==> config.mk <==
export PLATFORM = sky130hd
export DESIGN_NAME = rst_gasket_ctrl
export DESIGN_NICKNAME = d
export VERILOG_FILES = /design/src/rtl/gasket_pkg.sv /design/src/rtl/gasket_sync.sv /design/src/rtl/gasket_reg.sv /design/src/rtl/gasket_stretch.sv /design/src/rtl/rst_gasket_ctrl.sv
export SDC_FILE = /design/constraint.sdc
export NUM_CORES = 1
export LEC_CHECK = 0
export CAP_MARGIN = 10
export CORE_AREA = 2 2 39 41
export CTS_BUF_LIST = sky130_fd_sc_hd__clkbuf_16
export CTS_CLUSTER_SIZE = 40
export DETAILED_ROUTE_END_ITERATION = 8
export DIE_AREA = 0 0 41 43
export PLACE_DENSITY = 0.61
export SLEW_MARGIN = 20
export SYNTH_ARGS = -nofsm -noshare
export SYNTH_HDL_FRONTEND = slang
export SYNTH_SLANG_ARGS = --single-unit
==> constraint.sdc <==
create_clock -name ref_clk -period 1.15 [get_ports ref_clk]
set_input_delay 0.23 -clock ref_clk [delete_from_list [all_inputs] [get_ports ref_clk]]
set_output_delay 0.23 -clock ref_clk [all_outputs]
set_load 0.05 [all_outputs]
==> src/rtl/gasket_pkg.sv <==
package gasket_pkg;
  localparam int REG_W    = 3;
  localparam int LINK_BIT = 0;
  localparam int RUN_BIT  = 1;
  localparam int ERR_BIT  = 2;

  typedef struct packed {
    logic err;
    logic run;
    logic link;
  } gasket_reg_t;
endpackage

==> src/rtl/gasket_sync.sv <==
module gasket_sync #(
  parameter int           W       = 2,
  parameter int           STAGES  = 2,
  parameter logic [W-1:0] RST_VAL = '0
) (
  input  logic         clk,
  input  logic         rst_n,
  input  logic [W-1:0] d_i,
  output logic [W-1:0] q_o
);
  localparam int LAST = STAGES - 1;

  logic [W-1:0] st [STAGES];

  for (genvar s = 0; s < STAGES; s++) begin : g_stage
    if (s == 0) begin : g_first
      always_ff @(posedge clk or negedge rst_n) begin
        if (!rst_n) st[s] <= RST_VAL;
        else        st[s] <= d_i;
      end
    end else begin : g_next
      always_ff @(posedge clk or negedge rst_n) begin
        if (!rst_n) st[s] <= RST_VAL;
        else        st[s] <= st[s-1];
      end
    end
  end

  assign q_o = st[LAST];
endmodule

==> src/rtl/gasket_reg.sv <==
module gasket_reg
  import gasket_pkg::*;
(
  input  logic             clk,
  input  logic             rst_n,
  input  logic             wr,
  input  logic [REG_W-1:0] wdata,
  input  logic             bus_idle,
  output gasket_reg_t      q
);
  logic clr_run, clr_link, bad;

  always_comb begin
    clr_run  = q.run  & ~wdata[RUN_BIT];
    clr_link = q.link & ~wdata[LINK_BIT];
    // link may only drop after run is already 0, and nothing drops on a busy bus
    bad      = (clr_link & q.run) | ((clr_run | clr_link) & ~bus_idle);
  end

  always_ff @(posedge clk or negedge rst_n) begin
    if (!rst_n) begin
      q <= '0;
    end else if (wr) begin
      if (bad) begin
        q.err <= 1'b1;
      end else begin
        q.run  <= wdata[RUN_BIT];
        q.link <= wdata[LINK_BIT];
        if (wdata[ERR_BIT]) q.err <= 1'b0;
      end
    end
  end
endmodule

==> src/rtl/gasket_stretch.sv <==
module gasket_stretch #(
  parameter int MIN_CYC = 2
) (
  input  logic clk,
  input  logic rst_n,
  input  logic trig,
  output logic rst_o,
  output logic done_o
);
  localparam int CW = (MIN_CYC > 2) ? $clog2(MIN_CYC) : 1;
  localparam logic [CW-1:0] LAST = CW'(MIN_CYC - 1);

  logic          rst_q;
  logic [CW-1:0] held;

  always_ff @(posedge clk or negedge rst_n) begin
    if (!rst_n) begin
      rst_q <= 1'b1;
      held  <= '0;
    end else begin
      rst_q <= trig | (rst_q & (held != LAST));
      if (!rst_q)           held <= '0;
      else if (held != LAST) held <= held + 1'b1;
    end
  end

  assign rst_o  = rst_q;
  assign done_o = rst_q & (held == LAST);
endmodule

==> src/rtl/rst_gasket_ctrl.sv <==
module rst_gasket_ctrl
  import gasket_pkg::*;
#(
  parameter int MIN_CYC = 2,
  parameter int SYNC_ST = 2
) (
  input  logic             ref_clk,
  input  logic             sys_rst_n,
  input  logic             ext_rst_n,
  input  logic             cfg_busy,
  input  logic             bus_idle,
  input  logic             reg_wr,
  input  logic [REG_W-1:0] reg_wdata,
  output logic [REG_W-1:0] reg_rdata,
  output logic             core_rst,
  output logic             iso_en,
  output logic             acc_ready,
  output logic             order_err,
  output logic             pwr_off_ok
);
  logic [1:0]  src_s;
  gasket_reg_t cr;
  logic        trig, rst_q, done, acc_q;

  // bit 1: external reset (reset value asserted), bit 0: config busy (reset value busy)
  gasket_sync #(.W(2), .STAGES(SYNC_ST), .RST_VAL(2'b01)) u_sync (
    .clk   (ref_clk),
    .rst_n (sys_rst_n),
    .d_i   ({ext_rst_n, cfg_busy}),
    .q_o   (src_s)
  );

  gasket_reg u_reg (
    .clk      (ref_clk),
    .rst_n    (sys_rst_n),
    .wr       (reg_wr),
    .wdata    (reg_wdata),
    .bus_idle (bus_idle),
    .q        (cr)
  );

  assign trig = ~src_s[1] | src_s[0] | ~cr.run | ~cr.link;

  gasket_stretch #(.MIN_CYC(MIN_CYC)) u_stretch (
    .clk    (ref_clk),
    .rst_n  (sys_rst_n),
    .trig   (trig),
    .rst_o  (rst_q),
    .done_o (done)
  );

  always_ff @(posedge ref_clk or negedge sys_rst_n) begin
    if (!sys_rst_n) acc_q <= 1'b0;
    else            acc_q <= ~rst_q;
  end

  assign core_rst   = rst_q;
  assign acc_ready  = acc_q & ~rst_q;
  assign iso_en     = ~cr.link;
  assign order_err  = cr.err;
  assign reg_rdata  = cr;
  assign pwr_off_ok = ~cr.run & ~cr.link & done;
endmodule

## Word level (Yosys, flattened, before mapping)

Cells that the tools add are included.

| operators by class | value |
|---|---|
| bitwise gates (word level) | 24 |
| add/sub/neg operators | 1 |
| multiplexer cells | 4 |
| reductions and logical operators | 3 |

Operators by type and width:

| operator | number |
|---|---|
| 1-bit bitwise AND | 9 |
| 1-bit inverter | 9 |
| 1-bit bitwise OR | 6 |
| 1-bit two-way mux | 4 |
| 2-bit AND reduction | 2 |
| 2-bit nonzero test | 1 |
| 1-bit adder (second input constant) | 1 |

| storage, ports and cells | value |
|---|---|
| input port bits | 9 |
| logic and storage cells | 40 |
| register bits after elaboration | 10 |

## Longest topological paths before layout

Gate-level depths: netlist (run 1).

| depth | value |
|---|---|
| depth in word-level cells | 7 |
| mapped depth | 3 |
| gate-level depth less buffers | 3 |

## Hierarchy

From an unflattened synthesis (run 1), not the netlist that was laid out.

| unflattened totals | value |
|---|---|
| cell total of the unflattened synthesis | 35 |
| area, all modules | 431.7 µm² |

Modules (own cells, without submodules):

| module | cells an instance | seq. area each (µm²) | times used | area an instance (µm²) |
|---|---|---|---|---|
| gasket_reg | 17 | 75.1 | 1 | 176.4 |
| gasket_sync | 6 | 102.6 | 1 | 117.6 |
| gasket_stretch | 5 | 51.3 | 1 | 70.1 |
| rst_gasket_ctrl | 7 | 25.0 | 1 | 67.6 |

## Least setup slack after synthesis (run 1)

OpenSTA, ideal clock, no wires.

| timing | value |
|---|---|
| kind | reg2out |
| start point | register u_stretch.rst_q, in the netlist u_stretch.rst_o |
| end point | output port pwr_off_ok |
| setup slack | -0.910 ns |
| cell stages (with the launch flop) | 3 |
| data arrival time | 1.830 ns |
| required time | 0.920 ns |
| cell sequence | dfstp_2 -> nand2_1 -> nor3_1 |

| on the way | value |
|---|---|
| word-level cells in the longest chain between the ends | 2 |

RTL lines:

| what | RTL line | source |
|---|---|---|
| from (decl) | gasket_stretch.sv:13 | `logic rst_q;` |
| from (signal assigned) | gasket_stretch.sv:21 | `rst_q <= trig \| (rst_q & (held != LAST));` |
| 1-bit bitwise AND | gasket_stretch.sv:28 | `assign done_o = rst_q & (held == LAST);` |
| 1-bit bitwise AND | rst_gasket_ctrl.sv:62 | `assign pwr_off_ok = ~cr.run & ~cr.link & done;` |
| to (decl) | rst_gasket_ctrl.sv:19 | `output logic pwr_off_ok` |

Every way passes these cells.

## Worst setup path after layout (run 1)

Same ends and word-level chain as after synthesis.

==> results of run 1 <==
synth_stat cells (all sizes together):
master and count:
nand2 6, a211oi 1, a32oi 1, and2b 1
o31a 1, a21oi 1, dfrtp 7, nor2b 1
dfstp 3, nor2 2, nand2b 1, o21ai 1
nand3 1, nor3 3, inv 3, a31o 1
buf 1
registers in the layout, summed over array words and instances (netlist names):
name             cells
u_stretch.held       1
u_sync.st            2
acc_q                1
u_stretch.rst_o      1
u_sync.q_o           2
u_reg.q              3
power groups by stage:
stage	Sequential [uW]	Combinational (uW)	Clock [uW]
finish	459	567	602
global route	467	594	634
CTS	459	564	624
detailed placement	462	549	0
global placement	462	547	0
floorplan	551	162	0
worst max path at each step:
stage / depth (start not counted) / end / startpoint / slack, ns
global route: 3 / pwr_off_ok / u_stretch.rst_o / -0.28
global placement: 4 / u_reg.q[0] / bus_idle / -0.21
detailed placement: 4 / u_reg.q[0] / bus_idle / -0.22
finish: 3 / pwr_off_ok / u_stretch.rst_o / -0.22
floorplan: 2 / pwr_off_ok / u_stretch.rst_o / -0.34
CTS: 3 / pwr_off_ok / u_stretch.rst_o / -0.23
metal layers:
metal / routed length, microns / share of wire
met1: 339 / 0.41
met2: 423 / 0.51
met3: 51 / 0.062
met4: 9 / 0.011
met5: 0 / 0
kinds of logic (layout without fill, tap and decap cells):
logic type,after synthesis,in the layout
AOI/OAI and AO/OA,6,6
DFF,10,10
and+or+nand+nor,15,15
buffers and inverters,4,30
metrics by stage:
stage | util | cell area [sq um] | setup TNS, ns
global placement | 0.501 | 693 | -0.563
finish | 0.574 | 795 | -0.625
CTS | 0.566 | 783 | -0.669
global route | 0.574 | 795 | -0.837
detailed placement | 0.501 | 693 | -0.596
floorplan | - | 408 | -0.776
what timing repair did:
action / CTS / global route
buffers inserted: 1 / 0
endpoints found under the hold margin: 0 / 0
pin swaps: 0 / 1
resized for setup: 2 / 3
endpoints found under the setup margin: 5 / 8
worst max-delay path, cell delays in order (launching register included):
cell and delay [ns]:
dfstp_2 0.52, nand2_1 0.08, nor3_4 0.16, buf_12 0.16
cell type report:
class / count / area (sq um)
Multi-Input combinational cell: 21 / 141
Clock inverter: 1 / 3.75
Timing Repair Buffer: 23 / 287
Clock buffer: 3 / 75.1
Tap cell: 16 / 20.0
Inverter: 3 / 11.3
Fill cell: 119 / 589
Sequential cell: 10 / 256
==> impl_metrics.xml, run 1 <==
<?xml version="1.0" encoding="UTF-8"?>
<metrics>
  <group name="status">
    <metric name="outcome" unit="">finished with violations</metric>
    <metric name="violations" unit="">negative setup slack</metric>
  </group>
  <group name="timing">
    <metric name="worst_clock_skew" unit="ns">0.00305</metric>
    <metric name="final-setup-viol-count" unit="">5</metric>
    <metric name="layout_setup_ws" unit="ns">-0.224</metric>
    <metric name="timing.final.max_slew_violations" unit="">0</metric>
    <metric name="final.period_utilization" unit="">1.19</metric>
    <metric name="max-slew-margin-rel" unit="">0.845</metric>
    <metric name="tightest_slew" unit="ns">0.233</metric>
    <metric name="finalWorstPathRequiredPeriod" unit="ns">1.37</metric>
    <metric name="highest_clock_frequency_the_design_can_meet" unit="MHz">728</metric>
    <metric name="rsz0062_at_grt" unit="">true</metric>
    <metric name="final_hold_viol_count" unit="">0</metric>
    <metric name="hold_ws" unit="ns">0.288</metric>
  </group>
  <group name="clocking">
    <metric name="cts_tree" unit="">done</metric>
    <metric name="clock-root-buffer" unit="">clkbuf_16</metric>
    <metric name="cts.sink_count" unit="">10</metric>
    <metric name="htree_levels" unit="">1</metric>
    <metric name="cts_max_path_buffers" unit="">2</metric>
    <metric name="cts_hold_buf" unit="">0</metric>
    <metric name="clk_pin_slew_worst_paths" unit="ns">0.04</metric>
    <metric name="cts_buf_count" unit="">3</metric>
    <metric name="clk-insertion-delay-late" unit="ns">0.23</metric>
  </group>
  <group name="detailed_routing">
    <metric name="routed_wl" unit="microns">825</metric>
    <metric name="via_count" unit="">341</metric>
    <metric name="drt_pre_antenna_iters" unit="">2</metric>
    <metric name="wire_per_inst" unit="microns">10.7</metric>
    <metric name="via_per_inst" unit="">4.43</metric>
    <metric name="antenna_left" unit="">0</metric>
    <metric name="remaining_drc_errors" unit="">0</metric>
    <metric name="initialDrtViolationCount" unit="">5</metric>
  </group>
  <group name="setup_path">
    <metric name="crit-reg2reg-launch" unit="">u_reg.q[1]</metric>
    <metric name="timing_worst_setup_path_type" unit="">reg -&gt; out</metric>
    <metric name="critPathArrivalTime" unit="ns">1.14</metric>
    <metric name="cp.required" unit="ns">0.92</metric>
    <metric name="setup.worst_path.end_class" unit="">primary output</metric>
    <metric name="rrSetupSlack" unit="ns">-0.09</metric>
    <metric name="worst-r2r-cell-count" unit="">4</metric>
    <metric name="worstPathMaxFanout" unit="">2</metric>
    <metric name="rr_endpoint" unit="">u_reg.q[0]</metric>
    <metric name="worst_setup_path_start_kind" unit="">flip-flop</metric>
  </group>
  <group name="finish">
    <metric name="antenna_cells" unit="">0</metric>
    <metric name="layout.cells.non_filler" unit="">77</metric>
    <metric name="final_cell_mix" unit="">7 x clkdlybuf4s50_1, 7 x buf_12, 7 x buf_4</metric>
    <metric name="nets" unit="">71</metric>
    <metric name="post_route_cells_drive_above_1_share" unit="">0.459</metric>
    <metric name="area_growth_syn_to_layout" unit="%">106</metric>
  </group>
  <group name="placement">
    <metric name="place.port_buffers" unit="">16</metric>
    <metric name="post-place-cells" unit="">72</metric>
    <metric name="gp_congestion" unit="">0.801</metric>
    <metric name="place_worst_setup_slack" unit="ns">-0.223</metric>
    <metric name="dpl_hpwl" unit="microns">617</metric>
  </group>
  <group name="yosys">
    <metric name="ys_ff_latch" unit="">10</metric>
    <metric name="synthMuxAreaShare" unit="">0</metric>
    <metric name="area_fraction_in_compound_gates_after_synthesis" unit="">0.113</metric>
    <metric name="syn_area_per_cell" unit="sq um">11.0</metric>
    <metric name="synth_simple_gate_area_frac" unit="">0.181</metric>
    <metric name="yosysTopAreaCellShare" unit="">0.453</metric>
    <metric name="synth.yosys.seq_area_share" unit="">0.657</metric>
    <metric name="synth_cell_types" unit="">17</metric>
    <metric name="synth.largest_area_cell" unit="">dfrtp_1</metric>
    <metric name="share_of_the_synthesized_netlist_area_taken_by_xor_and_xnor_gates" unit="">0</metric>
    <metric name="warning_count_from_the_yosys_run" unit="">0</metric>
    <metric name="synth_cells" unit="">35</metric>
    <metric name="main_combinational_cell_family_by_area_after_synthesis" unit="">simple AND/OR/NAND/NOR gates</metric>
    <metric name="synthesis.nets" unit="">44</metric>
    <metric name="synth_area_leaders" unit="">dfrtp_1 45%, dfstp_2 20%, nand2_1 5.8%</metric>
    <metric name="synth_cell_area" unit="sq um">387</metric>
    <metric name="synthAdderAreaFrac" unit="">0</metric>
  </group>
  <group name="die">
    <metric name="coreArea" unit="sq um">1380</metric>
    <metric name="io_pins" unit="">17</metric>
    <metric name="fp.dieArea" unit="sq um">1760</metric>
    <metric name="initial_util" unit="">0.279</metric>
    <metric name="fp.dieH" unit="microns">43</metric>
    <metric name="dieWidth" unit="microns">41</metric>
    <metric name="floorplan.rows" unit="">14</metric>
  </group>
  <group name="global_routing">
    <metric name="grt_use_met3" unit="">0.0471</metric>
    <metric name="grt_use_met1" unit="">0.165</metric>
    <metric name="antenna_found_initial" unit="">0</metric>
    <metric name="globalRoute.totalOverflow" unit="">0</metric>
    <metric name="track_usage" unit="">0.122</metric>
    <metric name="busiest_layer" unit="">met1</metric>
    <metric name="grt_max_degree" unit="">11</metric>
    <metric name="grt_pass1_vias" unit="">333</metric>
    <metric name="grtUsageMet2" unit="">0.156</metric>
    <metric name="grt_first_pass_wirelength" unit="microns">1400</metric>
  </group>
  <group name="power_and_ir_drop">
    <metric name="power_frac_clock" unit="">0.369</metric>
    <metric name="switching_share" unit="">0.296</metric>
    <metric name="combinationalPowerShare" unit="">0.349</metric>
    <metric name="ir_drop" unit="uV">1270</metric>
    <metric name="total_power" unit="uW">1630</metric>
    <metric name="power_density" unit="nW/um^2">2050</metric>
    <metric name="intPower" unit="uW">1150</metric>
    <metric name="switching_pwr" unit="uW">482</metric>
    <metric name="power.static_leakage" unit="uW">0.000368</metric>
    <metric name="share_seq_of_total_power" unit="">0.282</metric>
  </group>
  <group name="min_path">
    <metric name="worst_hold_path_class" unit="">in -&gt; async</metric>
  </group>
  <group name="job">
    <metric name="maxCapViolCount" unit="">0</metric>
  </group>
</metrics>
(Power assumes the default switching activity.)
==> inputs of run 2 (changes only) <==
--- a/config.mk
+++ b/config.mk
@@ -6,12 +6,12 @@
 export NUM_CORES = 1
 export LEC_CHECK = 0
 export CAP_MARGIN = 10
-export CORE_AREA = 2 2 39 41
+export CORE_MARGIN = 2
+export CORE_UTILIZATION = 25
 export CTS_BUF_LIST = sky130_fd_sc_hd__clkbuf_16
 export CTS_CLUSTER_SIZE = 40
 export DETAILED_ROUTE_END_ITERATION = 8
-export DIE_AREA = 0 0 41 43
-export PLACE_DENSITY = 0.61
+export PLACE_DENSITY = 0.54
 export SLEW_MARGIN = 20
 export SYNTH_ARGS = -nofsm -noshare
 export SYNTH_HDL_FRONTEND = slang
==> run 2 against run 1 <==
Net effect: global-route usage down 2.4 points; non-clock buffer count unchanged; utilization shrank 2.4 points; the run still ends with negative setup slack left; wire length down 4.2%; flip-flop and latch count unchanged; largest cell class unchanged.
==> impl_metrics.xml, run 2 (synthesis gave the netlist of run 1 again) <==
<?xml version="1.0" encoding="UTF-8"?>
<metrics>
  <group name="timing">
    <metric name="hold_ws" unit="ns">0.288</metric>
    <metric name="max-slew-margin-rel" unit="">0.835</metric>
    <metric name="layout_setup_ws" unit="ns">-0.208</metric>
    <metric name="rsz0062_at_grt" unit="">true</metric>
    <metric name="highest_clock_frequency_the_design_can_meet" unit="MHz">737</metric>
    <metric name="tightest_slew" unit="ns">0.247</metric>
    <metric name="final.period_utilization" unit="">1.18</metric>
    <metric name="final-setup-viol-count" unit="">6</metric>
    <metric name="worst_clock_skew" unit="ns">0.00282</metric>
    <metric name="finalWorstPathRequiredPeriod" unit="ns">1.36</metric>
    <metric name="timing.final.max_slew_violations" unit="">0</metric>
    <metric name="final_hold_viol_count" unit="">0</metric>
    <metric name="totalNegativeSetupSlack" unit="ns">-0.610</metric>
  </group>
  <group name="setup_path">
    <metric name="timing_worst_setup_path_type" unit="">reg -&gt; out</metric>
    <metric name="critical-path-slowest-cell" unit="">dfstp_2</metric>
    <metric name="total_number_of_cells_along_the_worst_setup_path" unit="">3</metric>
    <metric name="rrSetupSlack" unit="ns">-0.08</metric>
    <metric name="worst_path_largest_cell_delay" unit="ns">0.52</metric>
    <metric name="worst_setup_path_start_kind" unit="">flip-flop</metric>
    <metric name="cp_top_family" unit="">flip-flops</metric>
    <metric name="timing.critical_path.cells" unit="">nand2_2 &gt; nor3_4 &gt; buf_12</metric>
    <metric name="cp.required" unit="ns">0.92</metric>
    <metric name="worstPathMaxFanout" unit="">2</metric>
    <metric name="critPathArrivalTime" unit="ns">1.13</metric>
    <metric name="crit-reg2reg-launch" unit="">u_reg.q[1]</metric>
    <metric name="rr_endpoint" unit="">u_reg.q[0]</metric>
    <metric name="setup.worst_path.end_class" unit="">primary output</metric>
    <metric name="worst-r2r-cell-count" unit="">4</metric>
    <metric name="worstPathBufferInverterCount" unit="">1</metric>
  </group>
  <group name="detailed_routing">
    <metric name="antenna_left" unit="">0</metric>
    <metric name="routed_wl" unit="microns">790</metric>
    <metric name="via_per_inst" unit="">4.51</metric>
    <metric name="via_count" unit="">347</metric>
    <metric name="initialDrtViolationCount" unit="">2</metric>
    <metric name="remaining_drc_errors" unit="">0</metric>
    <metric name="wire_per_inst" unit="microns">10.3</metric>
    <metric name="drt_pre_antenna_iters" unit="">2</metric>
  </group>
  <group name="finish">
    <metric name="post_route_cells_drive_above_1_share" unit="">0.492</metric>
    <metric name="seq_area" unit="sq um">256</metric>
    <metric name="fin_util" unit="">0.550</metric>
    <metric name="largest_reg_flops" unit="">3</metric>
    <metric name="postLayoutCellArea" unit="sq um">810</metric>
    <metric name="final_cell_mix" unit="">8 x clkdlybuf4s50_1, 8 x buf_12, 7 x buf_4</metric>
    <metric name="top_register_by_number_of_flip_flops" unit="">u_reg.q</metric>
    <metric name="multi_input_area" unit="sq um">150</metric>
    <metric name="area_growth_syn_to_layout" unit="%">109</metric>
    <metric name="nets" unit="">71</metric>
    <metric name="antenna_cells" unit="">0</metric>
    <metric name="fill_cells" unit="">129</metric>
  </group>
  <group name="clocking">
    <metric name="cts_max_path_buffers" unit="">2</metric>
    <metric name="cts.sink_count" unit="">10</metric>
    <metric name="clk-insertion-delay-late" unit="ns">0.23</metric>
    <metric name="clk_pin_slew_worst_paths" unit="ns">0.04</metric>
    <metric name="clock-root-buffer" unit="">clkbuf_16</metric>
    <metric name="cts_hold_buf" unit="">0</metric>
    <metric name="cts_tree" unit="">done</metric>
    <metric name="htree_levels" unit="">1</metric>
    <metric name="cts_buf_count" unit="">3</metric>
  </group>
  <group name="placement">
    <metric name="place_worst_setup_slack" unit="ns">-0.212</metric>
    <metric name="dpl_hpwl" unit="microns">617</metric>
    <metric name="gp_congestion" unit="">0.748</metric>
    <metric name="place.port_buffers" unit="">16</metric>
    <metric name="detailed_place.area" unit="sq um">706</metric>
  </group>
  <group name="die">
    <metric name="floorplan.rows" unit="">14</metric>
    <metric name="dieWidth" unit="microns">43.3</metric>
    <metric name="fp.dieArea" unit="sq um">1880</metric>
    <metric name="initial_util" unit="">0.263</metric>
    <metric name="io_pins" unit="">17</metric>
    <metric name="fp.dieH" unit="microns">43.3</metric>
    <metric name="coreArea" unit="sq um">1470</metric>
  </group>
  <group name="global_routing">
    <metric name="track_usage" unit="">0.0986</metric>
    <metric name="grt_pass1_vias" unit="">339</metric>
    <metric name="grt_first_pass_wirelength" unit="microns">1360</metric>
    <metric name="globalRoute.totalOverflow" unit="">0</metric>
    <metric name="antenna_found_initial" unit="">0</metric>
    <metric name="grt_max_degree" unit="">11</metric>
  </group>
  <group name="job">
    <metric name="maxCapViolCount" unit="">0</metric>
  </group>
  <group name="power_and_ir_drop">
    <metric name="ir_drop" unit="uV">1520</metric>
    <metric name="power.static_leakage" unit="uW">0.000366</metric>
    <metric name="power_density" unit="nW/um^2">2010</metric>
  </group>
  <group name="status">
    <metric name="outcome" unit="">finished with violations</metric>
    <metric name="violations" unit="">negative setup slack</metric>
  </group>
  <group name="min_path">
    <metric name="worst_hold_path_class" unit="">in -&gt; async</metric>
  </group>
</metrics>
==> run 2: changes by cell type in the layout (fill, tap and decap cells not counted) <==
cell	before	now
clkinv_1	1	0
nor2b_1	1	0
nor3_2	0	1
and2b_1	0	1
buf_12	7	8
clkdlybuf4s50_1	7	8
nand2_1	6	5
dlymetal6s2s_1	1	0
nor2b_2	0	1
nor3_1	2	1
nand2_2	0	1
inv_1	2	3
and2b_2	1	0
buf_6	1	0
==> run 2: worst max path at each step <==
stage / start / end / slack (ns)
2_1_floorplan: u_stretch.rst_o / pwr_off_ok / -0.34
3_3_place_gp: reg_wdata[0] / u_reg.q[2] / -0.21
3_5_place_dp: bus_idle / u_reg.q[0] / -0.21
4_1_cts: u_stretch.rst_o / pwr_off_ok / -0.24
5_1_grt: u_stretch.rst_o / pwr_off_ok / -0.27
6_report: u_stretch.rst_o / pwr_off_ok / -0.21
==> run 2: layout make-up <==
cell class                 count  area share
inverter                       3      0.0139
clock inverter                 1     0.00464
sequential                    10       0.317
clock buffer                   3      0.0927
tap                           16      0.0247
multi-input combinational     21       0.185
timing repair buffer          23       0.362
==> run 2: worst reg2reg max path, delay by kind of cell (launching register included) <==
family	cells	cell delay, ns
DFF	1	0.42
AOI/OAI and AO/OA	2	0.41
buffers and inverters	1	0.16
and+or+nand+nor	1	0.14
==> run 2: routing by layer <==
metal  vias to the layer above  global-route usage  wire length (microns)
li1                        169                   -                      -
met1                       168               0.114                    337
met2                        10               0.158                    413
met3                         0              0.0468                     40
met4                         0              0.0364                      0
met5                         -                   0                      0
==> run 2: timing repair <==
action / 4_1_cts / 5_1_grt
resized for setup: 2 / 3
setup buffers: 1 / 0
setup endpoints to repair: 5 / 7
pin swaps: 0 / 2
==> run 2: metrics by stage <==
step | cells | total power (uW)
CTS | 77 | 1640
floorplan | 35 | 713
global placement | 72 | 1010
finish | 77 | 1630
detailed placement | 72 | 1010
global route | 77 | 1710
==> run 2: power by group <==
group	total [uW]	leakage [uW]	internal, uW	switching [uW]
logic	573	0.000215	291	282
registers	458	0.000109	404	54.0
clock network	595	0.0000423	453	142
total	1630	0.000366	1150	478
==> inputs of run 3 (changes only) <==
--- a/config.mk
+++ b/config.mk
@@ -11,8 +11,10 @@
 export CTS_BUF_LIST = sky130_fd_sc_hd__clkbuf_16
 export CTS_CLUSTER_SIZE = 40
 export DETAILED_ROUTE_END_ITERATION = 8
+export GPL_TIMING_DRIVEN = 0
 export PLACE_DENSITY = 0.54
 export SLEW_MARGIN = 20
 export SYNTH_ARGS = -nofsm -noshare
 export SYNTH_HDL_FRONTEND = slang
 export SYNTH_SLANG_ARGS = --single-unit
+export TNS_END_PERCENT = 30
==> run 3 against run 2 <==
Net effect: the flow still finishes with violations (negative setup slack); first-iteration DRC count grew 100%; count of clock-buffer cells in the layout is the same; wire length shrank 10%; critical path type unchanged; via count shrank 5.8%; register-to-register slack gained 0.06 ns; largest cell class is now registers; non-clock buffer count shrank 5.
==> impl_metrics.xml, run 3 (synthesis gave the netlist of run 1 again) <==
<?xml version="1.0" encoding="UTF-8"?>
<metrics>
  <group name="die">
    <metric name="floorplan.rows" unit="">14</metric>
    <metric name="dieWidth" unit="microns">43.3</metric>
    <metric name="coreArea" unit="sq um">1470</metric>
    <metric name="fp.dieArea" unit="sq um">1880</metric>
    <metric name="initial_util" unit="">0.263</metric>
    <metric name="fp.dieH" unit="microns">43.3</metric>
    <metric name="io_pins" unit="">17</metric>
  </group>
  <group name="power_and_ir_drop">
    <metric name="power_density" unit="nW/um^2">2210</metric>
    <metric name="power.static_leakage" unit="uW">0.000298</metric>
    <metric name="ir_drop" unit="uV">1590</metric>
  </group>
  <group name="finish">
    <metric name="top_register_by_number_of_flip_flops" unit="">u_reg.q</metric>
    <metric name="antenna_cells" unit="">0</metric>
    <metric name="layout.cells.most_common" unit="">clkdlybuf4s50_1</metric>
    <metric name="final_cell_mix" unit="">7 x clkdlybuf4s50_1, 5 x nand2_1, 5 x dfrtp_1</metric>
    <metric name="fill_cells" unit="">161</metric>
    <metric name="nets" unit="">66</metric>
    <metric name="layout.cells.non_filler" unit="">72</metric>
    <metric name="largest_reg_flops" unit="">3</metric>
    <metric name="area_growth_syn_to_layout" unit="%">71.2</metric>
    <metric name="post_route_cells_drive_above_1_share" unit="">0.375</metric>
  </group>
  <group name="placement">
    <metric name="place_worst_setup_slack" unit="ns">-0.625</metric>
    <metric name="gp_congestion" unit="">0.701</metric>
    <metric name="place.port_buffers" unit="">16</metric>
    <metric name="dpl_hpwl" unit="microns">528</metric>
    <metric name="post-place-cells" unit="">67</metric>
  </group>
  <group name="detailed_routing">
    <metric name="remaining_drc_errors" unit="">0</metric>
    <metric name="antenna_left" unit="">0</metric>
    <metric name="wire_per_inst" unit="microns">9.83</metric>
    <metric name="initialDrtViolationCount" unit="">4</metric>
    <metric name="routed_wl" unit="microns">708</metric>
    <metric name="via_count" unit="">327</metric>
    <metric name="via_per_inst" unit="">4.54</metric>
    <metric name="drt_pre_antenna_iters" unit="">2</metric>
  </group>
  <group name="timing">
    <metric name="final.period_utilization" unit="">1.18</metric>
    <metric name="final-setup-viol-count" unit="">4</metric>
    <metric name="hold_ws" unit="ns">0.300</metric>
    <metric name="highest_clock_frequency_the_design_can_meet" unit="MHz">734</metric>
    <metric name="timing.final.max_slew_violations" unit="">0</metric>
    <metric name="finalWorstPathRequiredPeriod" unit="ns">1.36</metric>
    <metric name="final_hold_viol_count" unit="">0</metric>
    <metric name="rsz0062_at_grt" unit="">true</metric>
    <metric name="tightest_slew" unit="ns">0.418</metric>
    <metric name="max-slew-margin-rel" unit="">0.721</metric>
    <metric name="layout_setup_ws" unit="ns">-0.212</metric>
    <metric name="worst_clock_skew" unit="ns">0.000398</metric>
  </group>
  <group name="global_routing">
    <metric name="grt_max_degree" unit="">11</metric>
    <metric name="track_usage" unit="">0.0951</metric>
    <metric name="grt_first_pass_wirelength" unit="microns">1150</metric>
    <metric name="grt_pass1_vias" unit="">260</metric>
    <metric name="antenna_found_initial" unit="">0</metric>
    <metric name="globalRoute.totalOverflow" unit="">0</metric>
  </group>
  <group name="status">
    <metric name="outcome" unit="">finished with violations</metric>
    <metric name="violations" unit="">negative setup slack</metric>
  </group>
  <group name="setup_path">
    <metric name="worst_setup_path_start_kind" unit="">flip-flop</metric>
    <metric name="worstSetupStartpoint" unit="">u_stretch.rst_o</metric>
    <metric name="critPathArrivalTime" unit="ns">1.13</metric>
    <metric name="worstPathMaxFanout" unit="">4</metric>
    <metric name="cp.required" unit="ns">0.92</metric>
    <metric name="worst-r2r-cell-count" unit="">3</metric>
    <metric name="timing_worst_setup_path_type" unit="">reg -&gt; out</metric>
    <metric name="setup.worst_path.end_class" unit="">primary output</metric>
    <metric name="crit-reg2reg-launch" unit="">u_reg.q[1]</metric>
  </group>
  <group name="clocking">
    <metric name="clk-insertion-delay-late" unit="ns">0.23</metric>
    <metric name="cts_buf_count" unit="">3</metric>
    <metric name="cts.sink_count" unit="">10</metric>
    <metric name="cts_tree" unit="">done</metric>
    <metric name="htree_levels" unit="">1</metric>
    <metric name="cts_hold_buf" unit="">0</metric>
    <metric name="cts_max_path_buffers" unit="">2</metric>
    <metric name="clock-root-buffer" unit="">clkbuf_16</metric>
    <metric name="clk_pin_slew_worst_paths" unit="ns">0.04</metric>
  </group>
  <group name="job">
    <metric name="maxCapViolCount" unit="">0</metric>
  </group>
  <group name="min_path">
    <metric name="worst_hold_path_class" unit="">in -&gt; async</metric>
  </group>
</metrics>
==> run 3: changes by cell type in the layout (fill, tap and decap cells not counted), moves of 2 or more <==
cell / before / now
buf_12: 8 / 0
buf_6: 0 / 3
buf_4: 7 / 4
buf_2: 0 / 2
==> run 3: layout make-up <==
type | instances | area (sq um) | share of cell area
flip-flops and latches | 10 | 256 | 0.388
repair buffers | 17 | 160 | 0.242
multi-input cells | 21 | 128 | 0.193
clock buffers | 3 | 75.1 | 0.113
well taps | 16 | 20.0 | 0.0302
inverters | 3 | 11.3 | 0.0170
plain buffers | 1 | 7.51 | 0.0113
clock inverters | 1 | 3.75 | 0.00567
==> run 3: final timing paths <==
check,slack (ns),end
setup / recovery,-0.21,pwr_off_ok
hold / removal,0.30,u_reg.q[2]
setup reg to reg,-0.02,u_reg.q[0]
hold reg to reg,0.35,u_sync.q_o[1]
max in group asynchronous,0.52,u_stretch.rst_o
min in group ref_clk,0.35,u_sync.q_o[1]
==> run 3: worst max-delay path, stage by stage (launching register included) <==
cell and delay, ns:
dfstp_2 0.55, nand2_2 0.06, nor3_4 0.11, buf_6 0.17
==> run 3: report_power, final <==
part	internal (uW)	leakage, uW	switching (uW)
Clock	455	0.0000385	154
Sequential	405	0.000109	51.3
Combinational	149	0.000150	246
==> run 3: per-layer routing <==
layer,global-route usage,vias up,part of all wire
li1,-,160,-
met1,0.109,154,0.41
met2,0.113,11,0.48
met3,0.0766,2,0.089
met4,0.0727,0,0.016
met5,0,-,0
==> run 3: repair_timing <==
item	4_1_cts	5_1_grt
resized for setup	53	0
setup endpoints to repair	9	7
buffers inserted	1	0
==> run 3: per-stage QoR <==
step                      TNS, ns  total power, uW  utilization  area (sq um)
after floorplan             -1.01              703            -           399
after global placement      -3.73              852        0.394           579
after detailed placement    -3.74              854        0.394           579
after CTS                  -0.442             1480        0.450           662
after global routing       -0.593             1520        0.450           662
final                      -0.420             1460        0.450           662
